[src/rtl/dbuf_pkg.sv]
`timescale 1ns/1ps
// dbuf_pkg: types shared by the double-buffered register file.
// Assumes: nothing beyond IEEE 1800-2017 packages.
package dbuf_pkg;

    // Source of commit events; encoding matches bit 0 of the mode register.
    typedef enum logic {
        MODE_EXT = 1'b0,   // update pin is an input, its rising edge commits
        MODE_INT = 1'b1    // internal counter commits, pin reports pulses
    } upd_mode_e;

endpackage

[src/rtl/dbuf_edge_sync.sv]
`timescale 1ns/1ps
// dbuf_edge_sync: brings an asynchronous pin into the clock domain through
// SYNC_STAGES flops, then flags its rising edge for one cycle.
// Assumes: the pin stays at each level for at least two clock periods.
module dbuf_edge_sync #(
    parameter int SYNC_STAGES = 2
) (
    input  logic clk,
    input  logic rst_n,
    input  logic pin_i,
    output logic rise_o
);

    // Synchronizer stages plus one history flop for edge detection.
    logic [SYNC_STAGES:0] chain_q;

    // Shift the pin through the synchronizer and history flops.
    always_ff @(posedge clk) begin
        if (!rst_n) chain_q <= '0;
        else        chain_q <= {chain_q[SYNC_STAGES-1:0], pin_i};
    end

    assign rise_o = chain_q[SYNC_STAGES-1] & ~chain_q[SYNC_STAGES];

    AST_EDGE_SINGLE: assert property (@(posedge clk) disable iff (!rst_n)
        rise_o |=> !rise_o);

endmodule

[src/rtl/dbuf_upd_timer.sv]
`timescale 1ns/1ps
// dbuf_upd_timer: free-running down-counter that raises a one-cycle tick
// every period_i+1 cycles. It reloads from period_i when it reaches zero,
// so a new period is first used at the reload after the count in progress.
// Assumes: period_i comes from the active (committed) register.
module dbuf_upd_timer #(
    parameter int          CNT_W      = 32,
    parameter int unsigned DEF_PERIOD = 1023
) (
    input  logic             clk,
    input  logic             rst_n,
    input  logic [CNT_W-1:0] period_i,
    output logic             tick_o
);

    logic [CNT_W-1:0] cnt_q;
    logic             tick_q;

    // Count down; on zero reload and register the tick.
    always_ff @(posedge clk) begin
        if (!rst_n) begin
            cnt_q  <= CNT_W'(DEF_PERIOD);
            tick_q <= 1'b0;
        end else if (cnt_q == '0) begin
            cnt_q  <= period_i;
            tick_q <= 1'b1;
        end else begin
            cnt_q  <= cnt_q - CNT_W'(1);
            tick_q <= 1'b0;
        end
    end

    assign tick_o = tick_q;

    AST_TICK_AFTER_ZERO: assert property (@(posedge clk) disable iff (!rst_n)
        (cnt_q != '0) |=> !tick_o);

endmodule

[src/rtl/dbuf_pulse_gen.sv]
`timescale 1ns/1ps
// dbuf_pulse_gen: retriggerable pulse stretcher. A fire input starts a
// PULSE_LEN-cycle high output; firing again restarts the full length.
// Assumes: PULSE_LEN >= 1.
module dbuf_pulse_gen #(
    parameter int PULSE_LEN = 8
) (
    input  logic clk,
    input  logic rst_n,
    input  logic fire_i,
    output logic pulse_o
);

    localparam int LEN_W = $clog2(PULSE_LEN + 1);

    logic [LEN_W-1:0] left_q;

    // Load the length on fire, otherwise count the remaining cycles down.
    always_ff @(posedge clk) begin
        if (!rst_n)              left_q <= '0;
        else if (fire_i)         left_q <= LEN_W'(PULSE_LEN);
        else if (left_q != '0)   left_q <= left_q - LEN_W'(1);
    end

    assign pulse_o = (left_q != '0);

    AST_PULSE_ON_FIRE: assert property (@(posedge clk) disable iff (!rst_n)
        fire_i |=> pulse_o);

endmodule

[src/rtl/dbuf_reg_bank.sv]
`timescale 1ns/1ps
// dbuf_reg_bank: shadow buffers and active copies for the data registers,
// the mode bit and the update period. Writes touch buffers only; commit_i
// copies every buffer to its active register on the same edge.
// Assumes: ADDR_W can hold NUM_REGS+1; unmapped addresses are ignored.
module dbuf_reg_bank
    import dbuf_pkg::*;
#(
    parameter int          NUM_REGS   = 4,
    parameter int          REG_W      = 32,
    parameter int          CNT_W      = 32,
    parameter int unsigned DEF_PERIOD = 1023,
    parameter int          ADDR_W     = 3
) (
    input  logic                      clk,
    input  logic                      rst_n,
    input  logic                      wr_en,
    input  logic [ADDR_W-1:0]         wr_addr,
    input  logic [REG_W-1:0]          wr_data,
    input  logic                      commit_i,
    output logic [NUM_REGS*REG_W-1:0] data_o,
    output upd_mode_e                 mode_o,
    output logic [CNT_W-1:0]          period_o
);

    localparam logic [ADDR_W-1:0] MODE_ADDR = ADDR_W'(NUM_REGS);
    localparam logic [ADDR_W-1:0] PER_ADDR  = ADDR_W'(NUM_REGS + 1);

    logic [CNT_W-1:0] per_wdata;

    // Fit the write data to the period width.
    generate
        if (REG_W >= CNT_W) begin : g_per_trunc
            assign per_wdata = wr_data[CNT_W-1:0];
        end else begin : g_per_ext
            assign per_wdata = {{(CNT_W-REG_W){1'b0}}, wr_data};
        end
    endgenerate

    // One buffer/active pair per data register.
    generate
        for (genvar i = 0; i < NUM_REGS; i++) begin : g_data
            logic [REG_W-1:0] buf_q;
            logic [REG_W-1:0] act_q;

            // Capture writes addressed to this register.
            always_ff @(posedge clk) begin
                if (!rst_n)                                     buf_q <= '0;
                else if (wr_en && wr_addr == ADDR_W'(i))        buf_q <= wr_data;
            end

            // Copy the buffer into the active register on commit.
            always_ff @(posedge clk) begin
                if (!rst_n)        act_q <= '0;
                else if (commit_i) act_q <= buf_q;
            end

            assign data_o[i*REG_W +: REG_W] = act_q;
        end
    endgenerate

    upd_mode_e        mode_buf_q, mode_act_q;
    logic [CNT_W-1:0] per_buf_q,  per_act_q;

    // Capture writes to the mode and period buffers.
    always_ff @(posedge clk) begin
        if (!rst_n) begin
            mode_buf_q <= MODE_INT;
            per_buf_q  <= CNT_W'(DEF_PERIOD);
        end else if (wr_en) begin
            if (wr_addr == MODE_ADDR) mode_buf_q <= upd_mode_e'(wr_data[0]);
            if (wr_addr == PER_ADDR)  per_buf_q  <= per_wdata;
        end
    end

    // Commit the mode and period buffers together with the data.
    always_ff @(posedge clk) begin
        if (!rst_n) begin
            mode_act_q <= MODE_INT;
            per_act_q  <= CNT_W'(DEF_PERIOD);
        end else if (commit_i) begin
            mode_act_q <= mode_buf_q;
            per_act_q  <= per_buf_q;
        end
    end

    assign mode_o   = mode_act_q;
    assign period_o = per_act_q;

    AST_HOLD_WITHOUT_COMMIT: assert property (@(posedge clk) disable iff (!rst_n)
        !commit_i |=> ($stable(data_o) && $stable(mode_o) && $stable(period_o)));

endmodule

[src/rtl/dbuf_cfg_regs.sv]
`timescale 1ns/1ps
// dbuf_cfg_regs: double-buffered configuration register file. Commits
// come from the internal period timer (internal mode, pin driven with an
// eight-cycle pulse per commit) or from rising edges on the synchronised
// update pin (external mode). The pad itself is outside this block.
// Assumes: upd_in is asynchronous; the pad uses upd_oe/upd_out.
module dbuf_cfg_regs
    import dbuf_pkg::*;
#(
    parameter int          NUM_REGS    = 4,
    parameter int          REG_W       = 32,
    parameter int          CNT_W       = 32,
    parameter int unsigned DEF_PERIOD  = 1023,
    parameter int          PULSE_LEN   = 8,
    parameter int          SYNC_STAGES = 2,
    parameter int          ADDR_W      = $clog2(NUM_REGS + 2)
) (
    input  logic                      clk,
    input  logic                      rst_n,
    input  logic                      wr_en,
    input  logic [ADDR_W-1:0]         wr_addr,
    input  logic [REG_W-1:0]          wr_data,
    input  logic                      upd_in,
    output logic                      upd_out,
    output logic                      upd_oe,
    output logic [NUM_REGS*REG_W-1:0] regs_o
);

    upd_mode_e        mode;
    logic [CNT_W-1:0] period;
    logic             tick;
    logic             pin_rise;
    logic             commit_int;
    logic             commit_ext;
    logic             commit;
    logic             pulse;

    dbuf_reg_bank #(
        .NUM_REGS  (NUM_REGS),
        .REG_W     (REG_W),
        .CNT_W     (CNT_W),
        .DEF_PERIOD(DEF_PERIOD),
        .ADDR_W    (ADDR_W)
    ) u_bank (
        .clk     (clk),
        .rst_n   (rst_n),
        .wr_en   (wr_en),
        .wr_addr (wr_addr),
        .wr_data (wr_data),
        .commit_i(commit),
        .data_o  (regs_o),
        .mode_o  (mode),
        .period_o(period)
    );

    dbuf_upd_timer #(
        .CNT_W     (CNT_W),
        .DEF_PERIOD(DEF_PERIOD)
    ) u_timer (
        .clk     (clk),
        .rst_n   (rst_n),
        .period_i(period),
        .tick_o  (tick)
    );

    dbuf_edge_sync #(
        .SYNC_STAGES(SYNC_STAGES)
    ) u_sync (
        .clk   (clk),
        .rst_n (rst_n),
        .pin_i (upd_in),
        .rise_o(pin_rise)
    );

    // Only the source selected by the active mode may commit.
    assign commit_int = tick     && (mode == MODE_INT);
    assign commit_ext = pin_rise && (mode == MODE_EXT);
    assign commit     = commit_int | commit_ext;

    dbuf_pulse_gen #(
        .PULSE_LEN(PULSE_LEN)
    ) u_pulse (
        .clk    (clk),
        .rst_n  (rst_n),
        .fire_i (commit_int),
        .pulse_o(pulse)
    );

    assign upd_oe  = (mode == MODE_INT);
    assign upd_out = pulse & upd_oe;

    AST_EXT_IGNORES_TIMER: assert property (@(posedge clk) disable iff (!rst_n)
        (mode == MODE_EXT && !pin_rise) |=> $stable(regs_o));

    AST_INT_IGNORES_PIN: assert property (@(posedge clk) disable iff (!rst_n)
        (mode == MODE_INT && !tick) |=> $stable(regs_o));

endmodule

[config.mk]
export PLATFORM = sky130hd
export DESIGN_NAME = dbuf_cfg_regs
export DESIGN_NICKNAME = d
export VERILOG_FILES = /design/src/rtl/dbuf_pkg.sv /design/src/rtl/dbuf_edge_sync.sv /design/src/rtl/dbuf_upd_timer.sv /design/src/rtl/dbuf_pulse_gen.sv /design/src/rtl/dbuf_reg_bank.sv /design/src/rtl/dbuf_cfg_regs.sv
export SDC_FILE = /design/constraint.sdc
export NUM_CORES = 1
export LEC_CHECK = 0
export ABC_AREA = 0
export ABC_CLOCK_PERIOD_IN_PS = 4910
export BUFFER_PORTS_ARGS = -buffer_cell sky130_fd_sc_hd__clkbuf_2
export CAP_MARGIN = 25
export CORE_MARGIN = 2
export CORE_UTILIZATION = 35
export DETAILED_ROUTE_END_ITERATION = 16
export HOLD_SLACK_MARGIN = 0.05
export PLACE_DENSITY = 0.63
export SETUP_SLACK_MARGIN = 0.02
export SLEW_MARGIN = 20
export SYNTH_ARGS = -nofsm -noshare
export SYNTH_HDL_FRONTEND = slang
export SYNTH_SLANG_ARGS = --single-unit
export TNS_END_PERCENT = 10
[constraint.sdc]
create_clock -name clk -period 4.91 [get_ports clk]
set_input_delay 0.982 -clock clk [delete_from_list [all_inputs] [get_ports clk]]
set_output_delay 0.982 -clock clk [all_outputs]
set_load 0.1 [all_outputs]
==> impl_metrics.xml <==
<?xml version="1.0" encoding="UTF-8"?>
<metrics>
  <group name="setup_path">
    <metric name="crit_path_max_incr_delay" unit="ns">0.50</metric>
    <metric name="worst_path_dominant_cell_family" unit="">simple AND/OR/NAND/NOR gates</metric>
    <metric name="path_cells" unit="">inv_1, ha_1, nor3b_1, nor2b_1, clkbuf_2</metric>
    <metric name="critPathKind" unit="">reg -&gt; out</metric>
    <metric name="ff2ff_setup_slack" unit="ns">2.24</metric>
    <metric name="critical_path.endpoint_type" unit="">output pin</metric>
    <metric name="startpoint_type_of_the_worst_setup_path" unit="">register</metric>
    <metric name="cp_max_fo" unit="">5</metric>
    <metric name="critical_path_buf_inv_count" unit="">2</metric>
    <metric name="arrival_time_reported_for_the_critical_path_endpoint" unit="ns">2.12</metric>
    <metric name="critical-path-slowest-cell" unit="">nor3b_1</metric>
    <metric name="cp.required" unit="ns">3.93</metric>
  </group>
  <group name="clocking">
    <metric name="cts_resized" unit="">0</metric>
    <metric name="cts_tree" unit="">done</metric>
    <metric name="clock-sinks" unit="">362</metric>
    <metric name="holdBufCountCts" unit="">0</metric>
    <metric name="post-cts-setup-buffer-count" unit="">0</metric>
    <metric name="clock_tree.root_cell" unit="">clkbuf_16</metric>
    <metric name="clock_buffer_count_from_cts" unit="">38</metric>
    <metric name="cts_clk_pin_slew_worst_paths" unit="ns">0.06</metric>
    <metric name="htreeDepth" unit="">2</metric>
    <metric name="cts-root-to-sink-buffers" unit="">3</metric>
    <metric name="clk_latency" unit="ns">0.53</metric>
  </group>
  <group name="floorplan">
    <metric name="io-pin-count" unit="">169</metric>
    <metric name="floorplan.die_area" unit="um^2">41100</metric>
    <metric name="die-height" unit="um">203</metric>
    <metric name="core-area" unit="um^2">38800</metric>
    <metric name="horizontal_die_dimension" unit="um">203</metric>
    <metric name="start_util" unit="">0.356</metric>
    <metric name="fp-row-count" unit="">72</metric>
  </group>
  <group name="detailed_routing">
    <metric name="drt_pass_1_iters" unit="">5</metric>
    <metric name="drt_iter0_markers" unit="">656</metric>
    <metric name="dr_total_vias" unit="">11100</metric>
    <metric name="route.antenna.remaining_nets" unit="">0</metric>
    <metric name="drc" unit="">0</metric>
    <metric name="post_drt_via_cell_ratio" unit="">4.83</metric>
    <metric name="routed_wirelength" unit="um">36600</metric>
    <metric name="wl_per_cell" unit="um">15.9</metric>
  </group>
  <group name="synthesis">
    <metric name="synthDominantCellAreaShare" unit="">0.525</metric>
    <metric name="synth_nets" unit="">1698</metric>
    <metric name="main_combinational_cell_family_by_area_after_synthesis" unit="">simple AND/OR/NAND/NOR gates</metric>
    <metric name="synth.yosys.warnings" unit="">0</metric>
    <metric name="synthCells" unit="">1655</metric>
    <metric name="synth.avg_cell_area" unit="um^2">8.34</metric>
    <metric name="yosys.area.top_type" unit="">dfxtp_1</metric>
    <metric name="synth_sequential_area_ratio" unit="">0.525</metric>
    <metric name="yosys-mux-area-fraction" unit="">0.000725</metric>
    <metric name="synth-simple-area-share" unit="">0.227</metric>
    <metric name="synth-xor-area-share" unit="">0.0178</metric>
    <metric name="syn-cell-area" unit="um^2">13800</metric>
    <metric name="post_synth_main_area_contributors" unit="">dfxtp_1 52%, nand2_1 18%, a21boi_0 16%</metric>
    <metric name="number_of_library_cell_types_mapped_by_synthesis" unit="">43</metric>
    <metric name="post_synth_fa_ha_maj_area_fraction" unit="">0.00362</metric>
    <metric name="ys_seq_elements" unit="">362</metric>
    <metric name="compound_cell_area_share_of_the_yosys_netlist" unit="">0.189</metric>
  </group>
  <group name="timing">
    <metric name="skew" unit="ns">0.0236</metric>
    <metric name="timing_hold_violations_final" unit="">0</metric>
    <metric name="setup-violations-final" unit="">0</metric>
    <metric name="setup-tns-final" unit="ns">0</metric>
    <metric name="final_min_period_over_clock_period" unit="">0.631</metric>
    <metric name="fin_crit" unit="ns">3.10</metric>
    <metric name="slew-limit-headroom" unit="">0.474</metric>
    <metric name="timing.final.max_slew_violations" unit="">0</metric>
    <metric name="tightestPinTransition" unit="ns">0.789</metric>
    <metric name="max_freq" unit="GHz">0.323</metric>
    <metric name="rsz_0062_raised_after_global_routing" unit="">no</metric>
  </group>
  <group name="layout">
    <metric name="antenna_cells_inserted" unit="">0</metric>
    <metric name="most_frequent_cells_in_the_layout" unit="">653 x nand2_1, 362 x dfxtp_1, 302 x a21boi_0</metric>
    <metric name="num-fill-cells" unit="">3871</metric>
    <metric name="postLayoutCoreUtil" unit="">0.420</metric>
    <metric name="final_net_count" unit="">1800</metric>
    <metric name="mostFrequentLayoutCell" unit="">nand2_1</metric>
    <metric name="area_growth" unit="%">18.2</metric>
    <metric name="drive_gt1_frac" unit="">0.146</metric>
  </group>
  <group name="placed_design">
    <metric name="half_perimeter_wire_length_of_the_detailed_placement_result" unit="um">22700</metric>
    <metric name="routabilityCongestion" unit="">0.800</metric>
    <metric name="port-buffer-count" unit="">168</metric>
  </group>
  <group name="power">
    <metric name="total_power" unit="W">0.00624</metric>
    <metric name="irDropWorstVdd" unit="mV">0.201</metric>
    <metric name="power.static_leakage" unit="nW">5.93</metric>
    <metric name="p_per_area" unit="nW/um^2">382</metric>
  </group>
  <group name="run_status">
    <metric name="run_status" unit="">completed</metric>
  </group>
  <group name="global_routing">
    <metric name="global_route_usage_over_all_layers" unit="">0.175</metric>
    <metric name="first_pass_grt_wire_length" unit="um">58000</metric>
    <metric name="number_of_global_route_vias_before_repair" unit="">10800</metric>
    <metric name="grt_max_degree" unit="">194</metric>
    <metric name="grt_antenna_before_repair" unit="">0</metric>
    <metric name="grt_overflow_total" unit="">0</metric>
  </group>
  <group name="hold_path">
    <metric name="min_delay_worst_type" unit="">reg -&gt; reg</metric>
  </group>
  <group name="job">
    <metric name="max_cap_viol_count" unit="">0</metric>
  </group>
</metrics>
==> worst reg2reg max path, delay by kind of cell (launching register included) <==
kind | cells | cell delay, ns
DFF | 1 | 0.34
and+or+nand+nor | 4 | 2.15
AOI/OAI and AO/OA | 1 | 0.12
==> per-stage QoR <==
| step | setup WS (ns) | cells | cell area [um^2] | hold WS [ns] |
|---|---|---|---|---|
| final | 1.81 | 2304 | 16300 | 0.445 |
| after global placement | 2.34 | 2233 | 15000 | 0.424 |
| after CTS | 1.77 | 2302 | 16300 | 0.450 |
| after detailed placement | 2.26 | 2233 | 15000 | 0.436 |
| after floorplan | 1.51 | 1655 | 13800 | 0.412 |
| after global routing | 1.59 | 2304 | 16300 | 0.467 |
==> cells by family (layout without fill, tap and decap cells) <==
kind of cell,after synthesis,in the layout
xor gates and xnor gates,28,28
DFF,362,362
AOI/OAI and AO/OA,362,362
muxes,1,1
buffers and inverters,126,257
and+or+nand+nor,772,772
adders and majority gates,4,4
==> worst paths after layout <==
kind / cells after the start / startpoint / end
max: 5 / u_pulse.left_q[0] / upd_out
min: 1 / u_sync.chain_q[0] / u_sync.chain_q[1]
max reg2reg: 5 / u_timer.cnt_q[16] / u_timer.cnt_q[1]
min reg2reg: 1 / u_sync.chain_q[0] / u_sync.chain_q[1]
==> where the power goes <==
part | internal (W) | switching (W) | leakage [nW]
clock network | 0.00175 | 0.00116 | 0.634
registers | 0.00298 | 0.0000240 | 2.92
logic | 0.000109 | 0.000218 | 2.37
total | 0.00484 | 0.00140 | 5.93
==> cell usage after synthesis <==
cell        n
nand4b_1    1
o41ai_1     1
o311ai_0    1
or2b_1      1
clkbuf_1  115
o211ai_1    1
inv_1       5
xor2_1      4
nand3_2     1
o211a_1     4
o31ai_1     1
a21oi_1    20
nor4b_1     2
o21ai_1     7
buf_6       5
nor2_1     26
and2_1      4
mux2i_1     1
o21ai_0    22
o21a_1      1
a21boi_0  302
nor3_2      1
o31a_1      1
or4_4       3
buf_2       1
nor3_1     14
nor4_1     13
and2_0      1
nand2b_4    1
or2_2       4
nand2_1   653
ha_1        4
nand3_1    25
nor4_2      2
nor2b_1     2
a211oi_1    1
and3_1      1
xnor2_1    24
nand4_1     3
or3_1       7
nand2b_1    6
dfxtp_1   362
nor3b_1     1
==> final cells by class <==
| class | count | area [um^2] | share of cell area |
|---|---|---|---|
| timing repair buffer | 183 | 1040 | 0.0637 |
| clock buffer | 62 | 1210 | 0.0745 |
| inverter | 5 | 18.8 | 0.00115 |
| multi-input combinational | 1167 | 6080 | 0.373 |
| sequential | 362 | 7250 | 0.444 |
| tap | 518 | 648 | 0.0397 |
| clock inverter | 7 | 63.8 | 0.00391 |
==> state kept, by name, indices dropped and copies added, names as in the netlist <==
register	flops
u_bank.mode_buf_q	1
u_timer.cnt_q	32
u_timer.tick_o	1
u_bank.mode_o	1
u_sync.chain_q	3
u_bank.period_o	32
u_pulse.left_q	4
u_bank.g_data.act_q	128
u_bank.per_buf_q	32
u_bank.g_data.buf_q	128
==> layer usage <==
metal,global-route usage,up-vias,routed length (um)
met5,0,-,0
met3,0.0440,52,2220
met2,0.287,231,16900
met1,0.231,5258,16700
met4,0.0446,0,702
li1,-,5593,-
Power figures use the tool's default switching activity.
